[src/rtl/vft_pkg.sv]
package vft_pkg;
  typedef enum logic {
    LK_SEARCH = 1'b0,
    LK_HOLD   = 1'b1
  } lock_state_t;
endpackage

[src/rtl/vft_hdiv.sv]
module vft_hdiv #(
  parameter int DOTS_PER_CHAR  = 8,
  parameter int CHARS_PER_LINE = 64
) (
  input  logic clk,
  input  logic rst_n,
  output logic char_tick,
  output logic h_tick,
  output logic h2_tick,
  output logic hsqr
);
  localparam int DW   = (DOTS_PER_CHAR > 1) ? $clog2(DOTS_PER_CHAR) : 1;
  localparam int CW   = (CHARS_PER_LINE > 1) ? $clog2(CHARS_PER_LINE) : 1;
  localparam int HALF = CHARS_PER_LINE / 2;

  logic [DW-1:0] dot_q, dot_d;
  logic [CW-1:0] chr_q, chr_d;
  logic          chr_last;

  always_comb begin
    char_tick = (dot_q == DW'(DOTS_PER_CHAR - 1));
    dot_d     = char_tick ? '0 : dot_q + 1'b1;
    chr_last  = (chr_q == CW'(CHARS_PER_LINE - 1));
    chr_d     = chr_q;
    if (char_tick) chr_d = chr_last ? '0 : chr_q + 1'b1;
    h_tick    = char_tick & chr_last;
    h2_tick   = char_tick & (chr_last | (chr_q == CW'(HALF - 1)));
    hsqr      = (chr_q < CW'(HALF));
  end

  always_ff @(posedge clk or negedge rst_n) begin
    if (!rst_n) begin
      dot_q <= '0;
      chr_q <= '0;
    end else begin
      dot_q <= dot_d;
      chr_q <= chr_d;
    end
  end
endmodule

[src/rtl/vft_vcount.sv]
module vft_vcount #(
  parameter int LINES_PER_FRAME = 525,
  parameter int LINE_W          = 9
) (
  input  logic              clk,
  input  logic              rst_n,
  input  logic              h_tick,
  input  logic              resync,
  output logic              vpulse,
  output logic              field_odd,
  output logic [LINE_W-1:0] line_q,
  output logic [LINE_W-1:0] field_len
);
  localparam int ODD_LEN  = (LINES_PER_FRAME + 1) / 2;
  localparam int EVEN_LEN = LINES_PER_FRAME / 2;

  logic [LINE_W-1:0] line_d;
  logic              odd_d;
  logic              at_end;

  always_comb begin
    field_len = field_odd ? LINE_W'(ODD_LEN) : LINE_W'(EVEN_LEN);
    at_end    = (line_q == field_len);
    vpulse    = h_tick & (at_end | resync);
    line_d    = line_q;
    odd_d     = field_odd;
    if (h_tick) begin
      if (vpulse) begin
        line_d = LINE_W'(1);
        odd_d  = ~field_odd;
      end else begin
        line_d = line_q + 1'b1;
      end
    end
  end

  always_ff @(posedge clk or negedge rst_n) begin
    if (!rst_n) begin
      line_q    <= LINE_W'(1);
      field_odd <= 1'b1;
    end else if (h_tick) begin
      line_q    <= line_d;
      field_odd <= odd_d;
    end
  end
endmodule

[src/rtl/vft_vlock.sv]
module vft_vlock
  import vft_pkg::*;
#(
  parameter int LINE_W = 9,
  parameter int THR_W  = 4
) (
  input  logic              clk,
  input  logic              rst_n,
  input  logic              h_tick,
  input  logic [LINE_W-1:0] line_q,
  input  logic [LINE_W-1:0] field_len,
  input  logic              vsrc_sel,
  input  logic              comp_vref,
  input  logic              ext_vref,
  input  logic [THR_W-1:0]  lock_fields,
  input  logic [THR_W-1:0]  unlock_fields,
  output logic              resync,
  output logic              locked
);
  lock_state_t    st_q, st_d;
  logic [THR_W-1:0] cnt_q, cnt_d;
  logic           ref_q, pend_q, pend_d, hit_q, hit_d;
  logic           ref_in, ref_rise, in_win, score;
  logic [THR_W:0] cnt_inc;

  always_comb begin
    ref_in   = vsrc_sel ? ext_vref : comp_vref;
    ref_rise = ref_in & ~ref_q;
    in_win   = (line_q == LINE_W'(1)) || (line_q == field_len) ||
               (line_q == field_len - 1'b1);
    score    = h_tick & (line_q == LINE_W'(2));
    pend_d   = (pend_q & ~h_tick) | ref_rise;
    hit_d    = score ? 1'b0 : hit_q;
    if (ref_rise && in_win) hit_d = 1'b1;
    resync   = pend_q & (st_q == LK_SEARCH);
    locked   = (st_q == LK_HOLD);
    cnt_inc  = {1'b0, cnt_q} + 1'b1;
    st_d     = st_q;
    cnt_d    = cnt_q;
    if (score) begin
      case (st_q)
        LK_SEARCH: begin
          if (!hit_q) cnt_d = '0;
          else if (cnt_inc >= {1'b0, lock_fields}) begin
            st_d  = LK_HOLD;
            cnt_d = '0;
          end else cnt_d = cnt_inc[THR_W-1:0];
        end
        default: begin
          if (hit_q) cnt_d = '0;
          else if (cnt_inc >= {1'b0, unlock_fields}) begin
            st_d  = LK_SEARCH;
            cnt_d = '0;
          end else cnt_d = cnt_inc[THR_W-1:0];
        end
      endcase
    end
  end

  always_ff @(posedge clk or negedge rst_n) begin
    if (!rst_n) begin
      st_q   <= LK_SEARCH;
      cnt_q  <= '0;
      ref_q  <= 1'b0;
      pend_q <= 1'b0;
      hit_q  <= 1'b0;
    end else begin
      st_q   <= st_d;
      cnt_q  <= cnt_d;
      ref_q  <= ref_in;
      pend_q <= pend_d;
      hit_q  <= hit_d;
    end
  end
endmodule

[src/rtl/video_field_timer.sv]
module video_field_timer #(
  parameter int DOTS_PER_CHAR   = 8,
  parameter int CHARS_PER_LINE  = 64,
  parameter int LINES_PER_FRAME = 525,
  parameter int RECOV_FIRST     = 21,
  parameter int RECOV_LAST      = 42,
  parameter int DISP_FIRST      = 43,
  parameter int DISP_LAST       = 237,
  parameter int THR_W           = 4,
  localparam int ODD_LEN        = (LINES_PER_FRAME + 1) / 2,
  localparam int LINE_W         = $clog2(ODD_LEN + 1)
) (
  input  logic              clk,
  input  logic              rst_n,
  input  logic              vsrc_sel,
  input  logic              comp_vref,
  input  logic              ext_vref,
  input  logic [THR_W-1:0]  lock_fields,
  input  logic [THR_W-1:0]  unlock_fields,
  output logic              char_tick,
  output logic              h_tick,
  output logic              h2_tick,
  output logic              hsqr,
  output logic              scroll_tick,
  output logic              vpulse,
  output logic              field_odd,
  output logic [LINE_W-1:0] line_num,
  output logic              recov_win,
  output logic              disp_win,
  output logic              locked
);
  logic [1:0]        rst_sync;
  logic              rst_i;
  logic              resync;
  logic [LINE_W-1:0] field_len;

  always_ff @(posedge clk or negedge rst_n) begin
    if (!rst_n) rst_sync <= 2'b00;
    else        rst_sync <= {rst_sync[0], 1'b1};
  end
  assign rst_i = rst_sync[1];

  vft_hdiv #(
    .DOTS_PER_CHAR (DOTS_PER_CHAR),
    .CHARS_PER_LINE(CHARS_PER_LINE)
  ) hdiv_i (
    .clk(clk), .rst_n(rst_i), .char_tick(char_tick),
    .h_tick(h_tick), .h2_tick(h2_tick), .hsqr(hsqr)
  );

  vft_vcount #(
    .LINES_PER_FRAME(LINES_PER_FRAME),
    .LINE_W         (LINE_W)
  ) vcount_i (
    .clk(clk), .rst_n(rst_i), .h_tick(h_tick), .resync(resync),
    .vpulse(vpulse), .field_odd(field_odd), .line_q(line_num),
    .field_len(field_len)
  );

  vft_vlock #(
    .LINE_W(LINE_W),
    .THR_W (THR_W)
  ) vlock_i (
    .clk(clk), .rst_n(rst_i), .h_tick(h_tick), .line_q(line_num),
    .field_len(field_len), .vsrc_sel(vsrc_sel), .comp_vref(comp_vref),
    .ext_vref(ext_vref), .lock_fields(lock_fields),
    .unlock_fields(unlock_fields), .resync(resync), .locked(locked)
  );

  always_comb begin
    recov_win   = (line_num >= LINE_W'(RECOV_FIRST)) && (line_num <= LINE_W'(RECOV_LAST));
    disp_win    = (line_num >= LINE_W'(DISP_FIRST)) && (line_num <= LINE_W'(DISP_LAST));
    scroll_tick = h_tick & disp_win;
  end
endmodule

[config.mk]
export PLATFORM = sky130hd
export DESIGN_NAME = video_field_timer
export DESIGN_NICKNAME = d
export VERILOG_FILES = /design/src/rtl/vft_pkg.sv /design/src/rtl/vft_hdiv.sv /design/src/rtl/vft_vcount.sv /design/src/rtl/vft_vlock.sv /design/src/rtl/video_field_timer.sv
export SDC_FILE = /design/constraint.sdc
export NUM_CORES = 1
export LEC_CHECK = 0
export ABC_CLOCK_PERIOD_IN_PS = 4500
export BUFFER_PORTS_ARGS = -buffer_cell sky130_fd_sc_hd__buf_4
export CAP_MARGIN = 30
export CORE_UTILIZATION = 25
export DETAILED_ROUTE_END_ITERATION = 10
export SKIP_LAST_GASP = 1
export SLEW_MARGIN = 15
export SYNTH_ARGS = -nofsm -noshare
export SYNTH_HDL_FRONTEND = slang
export SYNTH_SLANG_ARGS = --single-unit
[constraint.sdc]
create_clock -name clk -period 4.5 [get_ports clk]
set_input_delay 1.125 -clock clk [delete_from_list [all_inputs] [get_ports clk]]
set_output_delay 1.125 -clock clk [all_outputs]
set_load 0.03 [all_outputs]
### After elaboration in Yosys (flattened, before gate mapping)

Index checks and enable logic that the tools add are counted.

* $lt $le $gt $ge: 7
* reduce and logical (&&, ||, !) cells: 7
* add/sub/neg operators: 5
* bitwise operators: 15
* equality and inequality tests: 7
* muxes and demuxes: 17

Operators by type and width (count)
* $mux 4: 5
* $eq 9x9->1: 2
* $ge 5x4->1: 2
* $add 9x1->9 const B: 1
* $eq 9x1->1 const B: 1
* $eq 9x2->1 const B: 1
* $ge 9x5->1 const B: 1
* $ge 9x6->1 const B: 1
* $le 9x6->1 const B: 1
* $le 9x8->1 const B: 1
* $mux 1: 9
* $mux 9: 1
* $sub 9x1->9 const B: 1
* $and 1x1->1: 8
* $add 6x1->6 const B: 1
* $eq 6x5->1 const B: 1
* $eq 6x6->1 const B: 1
* $lt 6x6->1 const B: 1
* $mux 6: 1
* $add 4x1->5 const B: 1
* $not 1->1: 4
* $add 3x1->3 const B: 1
* $eq 3x3->1 const B: 1
* $logic_and 1x1->1: 3
* other kinds (5): 8

* register bits: 29

### Logic depth before layout (Yosys ltp)

* word-level depth: 6
* depth in mapped cells: 9

### Hierarchy

From an unflattened synthesis, not the netlist that was laid out.

* cell total of the unflattened synthesis: 237
* area total of the unflattened synthesis: 2190.9 um2

Modules (own cells, without submodules)
* vft_vlock: cells each 114, instances 1, area each 994.7 um2
* vft_vcount: cells each 65, instances 1, area each 626.9 um2
* vft_hdiv: cells each 40, instances 1, area each 416.6 um2
* video_field_timer: cells each 18, instances 1, area each 152.6 um2

### Least setup slack after synthesis

Ideal clock, no wire load.

* kind: register -> output
* start point: register vcount_i.line_q[1]
* end point: output recov_win
* arrival time: 2.832 ns
* path buffers: 1
* cell stages (with the launch flop): 9
* setup slack: 0.543 ns
* data required time: 3.375 ns
* cell sequence: dfrtp_1 buf_2 inv_1 ha_1 or3_1 a21oi_1 nor2_1 nand2_1 a2111oi_0

* longest elaborated chain between the ends: 2
* elaborated cells on any way between the ends: 3

RTL lines
* from (decl): RTL line vft_vcount.sv:11 `output logic [LINE_W-1:0] line_q,`
* from (signal assigned): RTL line vft_vcount.sv:42 `line_q <= line_d;`
* $ge 9x5->1 / $le 9x6->1 (equally long branches): RTL line video_field_timer.sv:71 `recov_win = (line_num >= LINE_W'(RECOV_FIRST)) && (line_num <= LINE_W'(RECOV_LAST));`
* $logic_and 1x1->1 (*): RTL line video_field_timer.sv:71
* to (decl): RTL line video_field_timer.sv:28 `output logic recov_win,`

Mark *: on every way between the ends. The rest lies on a longest branch, timed or not.

### Worst setup path in the final report

* start point: register hdiv_i.dot_q[0]
* end point: output scroll_tick

* longest elaborated chain between the ends: 3

RTL lines
* from (decl): RTL line vft_hdiv.sv:16 `logic [DW-1:0] dot_q, dot_d;`
* from (signal assigned): RTL line vft_hdiv.sv:36 `dot_q <= dot_d;`
* $eq 3x3->1: RTL line vft_hdiv.sv:21 `char_tick = (dot_q == DW'(DOTS_PER_CHAR - 1));`
* $and 1x1->1: RTL line vft_hdiv.sv:26 `h_tick = char_tick & chr_last;`
* $and 1x1->1: RTL line video_field_timer.sv:73 `scroll_tick = h_tick & disp_win;`
* to (decl): RTL line video_field_timer.sv:24 `output logic scroll_tick,`

Every way passes these cells.

==> results.py <==
metrics = {
    "logic_synthesis": {
        "yosys.area_share.simple_pct": 22.01,
        "synth_edf_count": 0,
        "yosys.area_share.adder_pct": 10.25,
        "syn_area_sq_um": 1831,
        "ys_async_sr_fraction_pct": 100.0,
        "synth_cells": 202,
        "seq_area_frac_synth_pct": 39.78,
        "ys.flop_type": "dfrtp_1",
        "synthMuxAreaShare_pct": 1.640,
        "syn-num-nets": 230,
        "ys_types": 50,
        "synth_xor_area_share_pct": 4.238,
        "avgSynthCellArea_sq_um": 9.062,
        "ys_warn_count": 0,
        "synth_compound_area_share_pct": 15.58,
        "synth_top_family_by_area": "simple AND/OR/NAND/NOR gates",
        "ys_ff_latch": 29,
    },
    "placement": {
        "place_area_sq_um": 2147,
        "hpwl_um": 2966,
        "io_buffers": 31,
        "pre_cts_ws_ps": 1357,
        "place_inst": 319,
        "gp_congestion": 0.8643,
    },
    "clocking": {
        "h-tree-depth": 2,
        "clk_pin_slew_worst_paths_ps": 60,
        "cts_hold_buf": 0,
        "clock-sinks": 29,
        "cts_buffers": 5,
        "cts-resized-gates": 0,
        "clkLatencyLatePin_ps": 280,
        "clockRootBuffer": "clkbuf_8",
        "cts_setup_buffers": 0,
        "cts_tree": "built",
        "cts_buffer_depth": 2,
    },
    "cells_and_area": {
        "nNetsFinal": 258,
        "final_area_sq_um": 2230,
        "instances_no_fill": 327,
        "antenna_cells": 0,
        "area_growth_pct": 21.80,
        "drive_above_1_share_pct": 21.21,
    },
    "routing": {
        "wirelength_um": 3902,
        "ant_nets": 0,
        "remaining_drc_errors": 0,
        "wl_per_cell_um": 11.93,
        "vias": 1484,
        "drt_iter0_drc": 64,
        "first_pass_iters": 4,
        "via_per_inst": 4.538,
    },
    "grt": {
        "grt_pass1_vias": 1344,
        "grt-ovfl-total": 0,
        "grt_max_degree": 17,
        "grt.total_usage_pct": 10.94,
        "antenna_found_initial": 0,
        "grt_pass1_wl_um": 6506,
    },
    "floorplanning": {
        "die_area_sq_um": 7669,
        "start_util_pct": 26.36,
        "core-area_sq_um": 6944,
        "die_h_um": 87.57,
        "rows": 30,
        "num_io_pins": 32,
        "die_w_um": 87.57,
    },
    "timing": {
        "fin_ws_ps": 1050,
        "skew_ps": 5.624,
        "relSlewSlack_pct": 63.82,
        "rsz0062_at_grt": "no",
        "worst_pin_slew_ps": 541.3,
        "drv_slew": 0,
        "fmax_mhz": 289.9,
        "setup_viol": 0,
        "hold_viol": 0,
        "fin_crit_ps": 3450,
        "fin_crit_sh_pct": 76.66,
        "fin_tns_setup_ps": 0,
    },
    "power": {
        "vdd_drop_max_v": 0.00009107,
        "power_leakage_nw": 1.041,
        "power.density_nw_per_um2": 217.6,
    },
    "setup_path": {
        "end_kind": "output port",
        "cp.arrival_ps": 2320,
        "path_max_fanout": 16,
        "worstSetupPathType": "flip-flop to output port",
        "cp-start-kind": "flip-flop",
        "cp.required_ps": 3380,
    },
    "min_path": {
        "min_path_type": "flip-flop to async pin",
    },
    "outcome": {
        "status": "complete, no violations",
    },
    "flow_run": {
        "drv_cap": 0,
    },
}
[metal layers]
metal / vias to the layer above / wire length [um] / GRT usage [%] / part of all wire (%)
li1: 772 / - / - / -
met1: 669 / 1918 / 14.85 / 49
met2: 39 / 1700 / 16.34 / 44
met3: 4 / 259 / 3.582 / 6.6
met4: 0 / 23 / 3.875 / 0.59
met5: - / 0 / 0 / 0
[worst paths after layout]
path,from,endpoint,slack (ps),depth (start not counted)
min in group clk,rst_sync[0],rst_sync[1],350,0
min,rst_sync[1],hdiv_i.dot_q[2],210,0
max,hdiv_i.dot_q[0],scroll_tick,1050,7
max in group asynchronous,rst_sync[1],vcount_i.line_q[0],3720,1
min reg2reg,rst_sync[1],hdiv_i.dot_q[2],210,0
max reg2reg,vlock_i.cnt_q[0],vlock_i.cnt_q[1],2140,8
[sequential cells by signal, indices dropped and copies added (netlist names)]
signal / flops
vlock_i.ref_q: 1
hdiv_i.dot_q: 3
vlock_i.pend_q: 1
hdiv_i.chr_q: 6
vcount_i.field_odd: 1
vlock_i.locked: 1
vcount_i.line_q: 9
rst_sync: 2
vlock_i.cnt_q: 4
vlock_i.hit_q: 1
[cell type report]
class | instances | area, sq um
fillers | 737 | 4715
multi-input cells | 145 | 987.2
flip-flops and latches | 29 | 728.2
repair buffers | 32 | 247.7
well taps | 96 | 120.1
clock buffers | 6 | 72.57
inverters | 17 | 63.81
clock inverters | 2 | 10.01
[synth_stat cells (3+ instances only)]
library cell / n / area, sq um
nand2_1: 16 / 60.06
nor2b_1: 6 / 37.54
clkbuf_1: 8 / 30.03
ha_1: 15 / 187.7
nor2_1: 9 / 33.78
xor2_1: 4 / 35.03
a21oi_1: 9 / 45.04
mux2i_1: 3 / 30.03
o21ai_0: 16 / 80.08
nor3_1: 5 / 25.02
xnor2_1: 3 / 26.28
dfrtp_1: 27 / 675.7
inv_1: 17 / 63.81
nand3_1: 11 / 55.05
nand4_1: 3 / 18.77
o31ai_1: 6 / 45.04
and3_1: 4 / 25.02
[layout by cell type (no fill, tap or decap), types with 3 or more instances in the layout]
master and n:
nand4_1 3, buf_4 31, nor2b_1 6, o31ai_1 6
ha_1 15, clkbuf_8 5, nand2_1 16, nor3_1 5
inv_1 17, mux2i_1 3, dfrtp_1 27, nor2_1 9
xnor2_1 3, xor2_1 4, a21oi_1 9, and3_1 4
nand3_1 11, o21ai_0 16
[logic make-up after synthesis]
group                    after synthesis
AND/OR/NAND/NOR                       72
AO/OA/AOI/OAI                         46
flip-flops                            29
buffers and inverters                 28
adder cells (fa/ha/maj)               15
XOR/XNOR                               8
multiplexers                           3
other                                  1
[power breakdown]
| group | switching, mW | internal [mW] |
|---|---|---|
| Clock | 0.0947 | 0.107 |
| Sequential | 0.00264 | 0.262 |
| Combinational | 0.00814 | 0.0104 |
[critical path: stages, from the launching register on]
cell	delay [ps]
dfrtp_1	380
ha_1	200
ha_1	270
and2_1	240
nand2_1	420
inv_1	200
and2_1	180
buf_4	160
[through the flow]
stage	util (%)	hold slack, ps	total power, mW
after floorplan	-	331.2	0.2764
after global placement	30.70	336.4	0.2872
after detailed placement	30.92	231.2	0.2890
after CTS	32.11	229.7	0.4941
after global routing	32.11	262.6	0.5085
final	32.11	210.2	0.4851
Note: power is estimated with default switching activity, not from simulation.
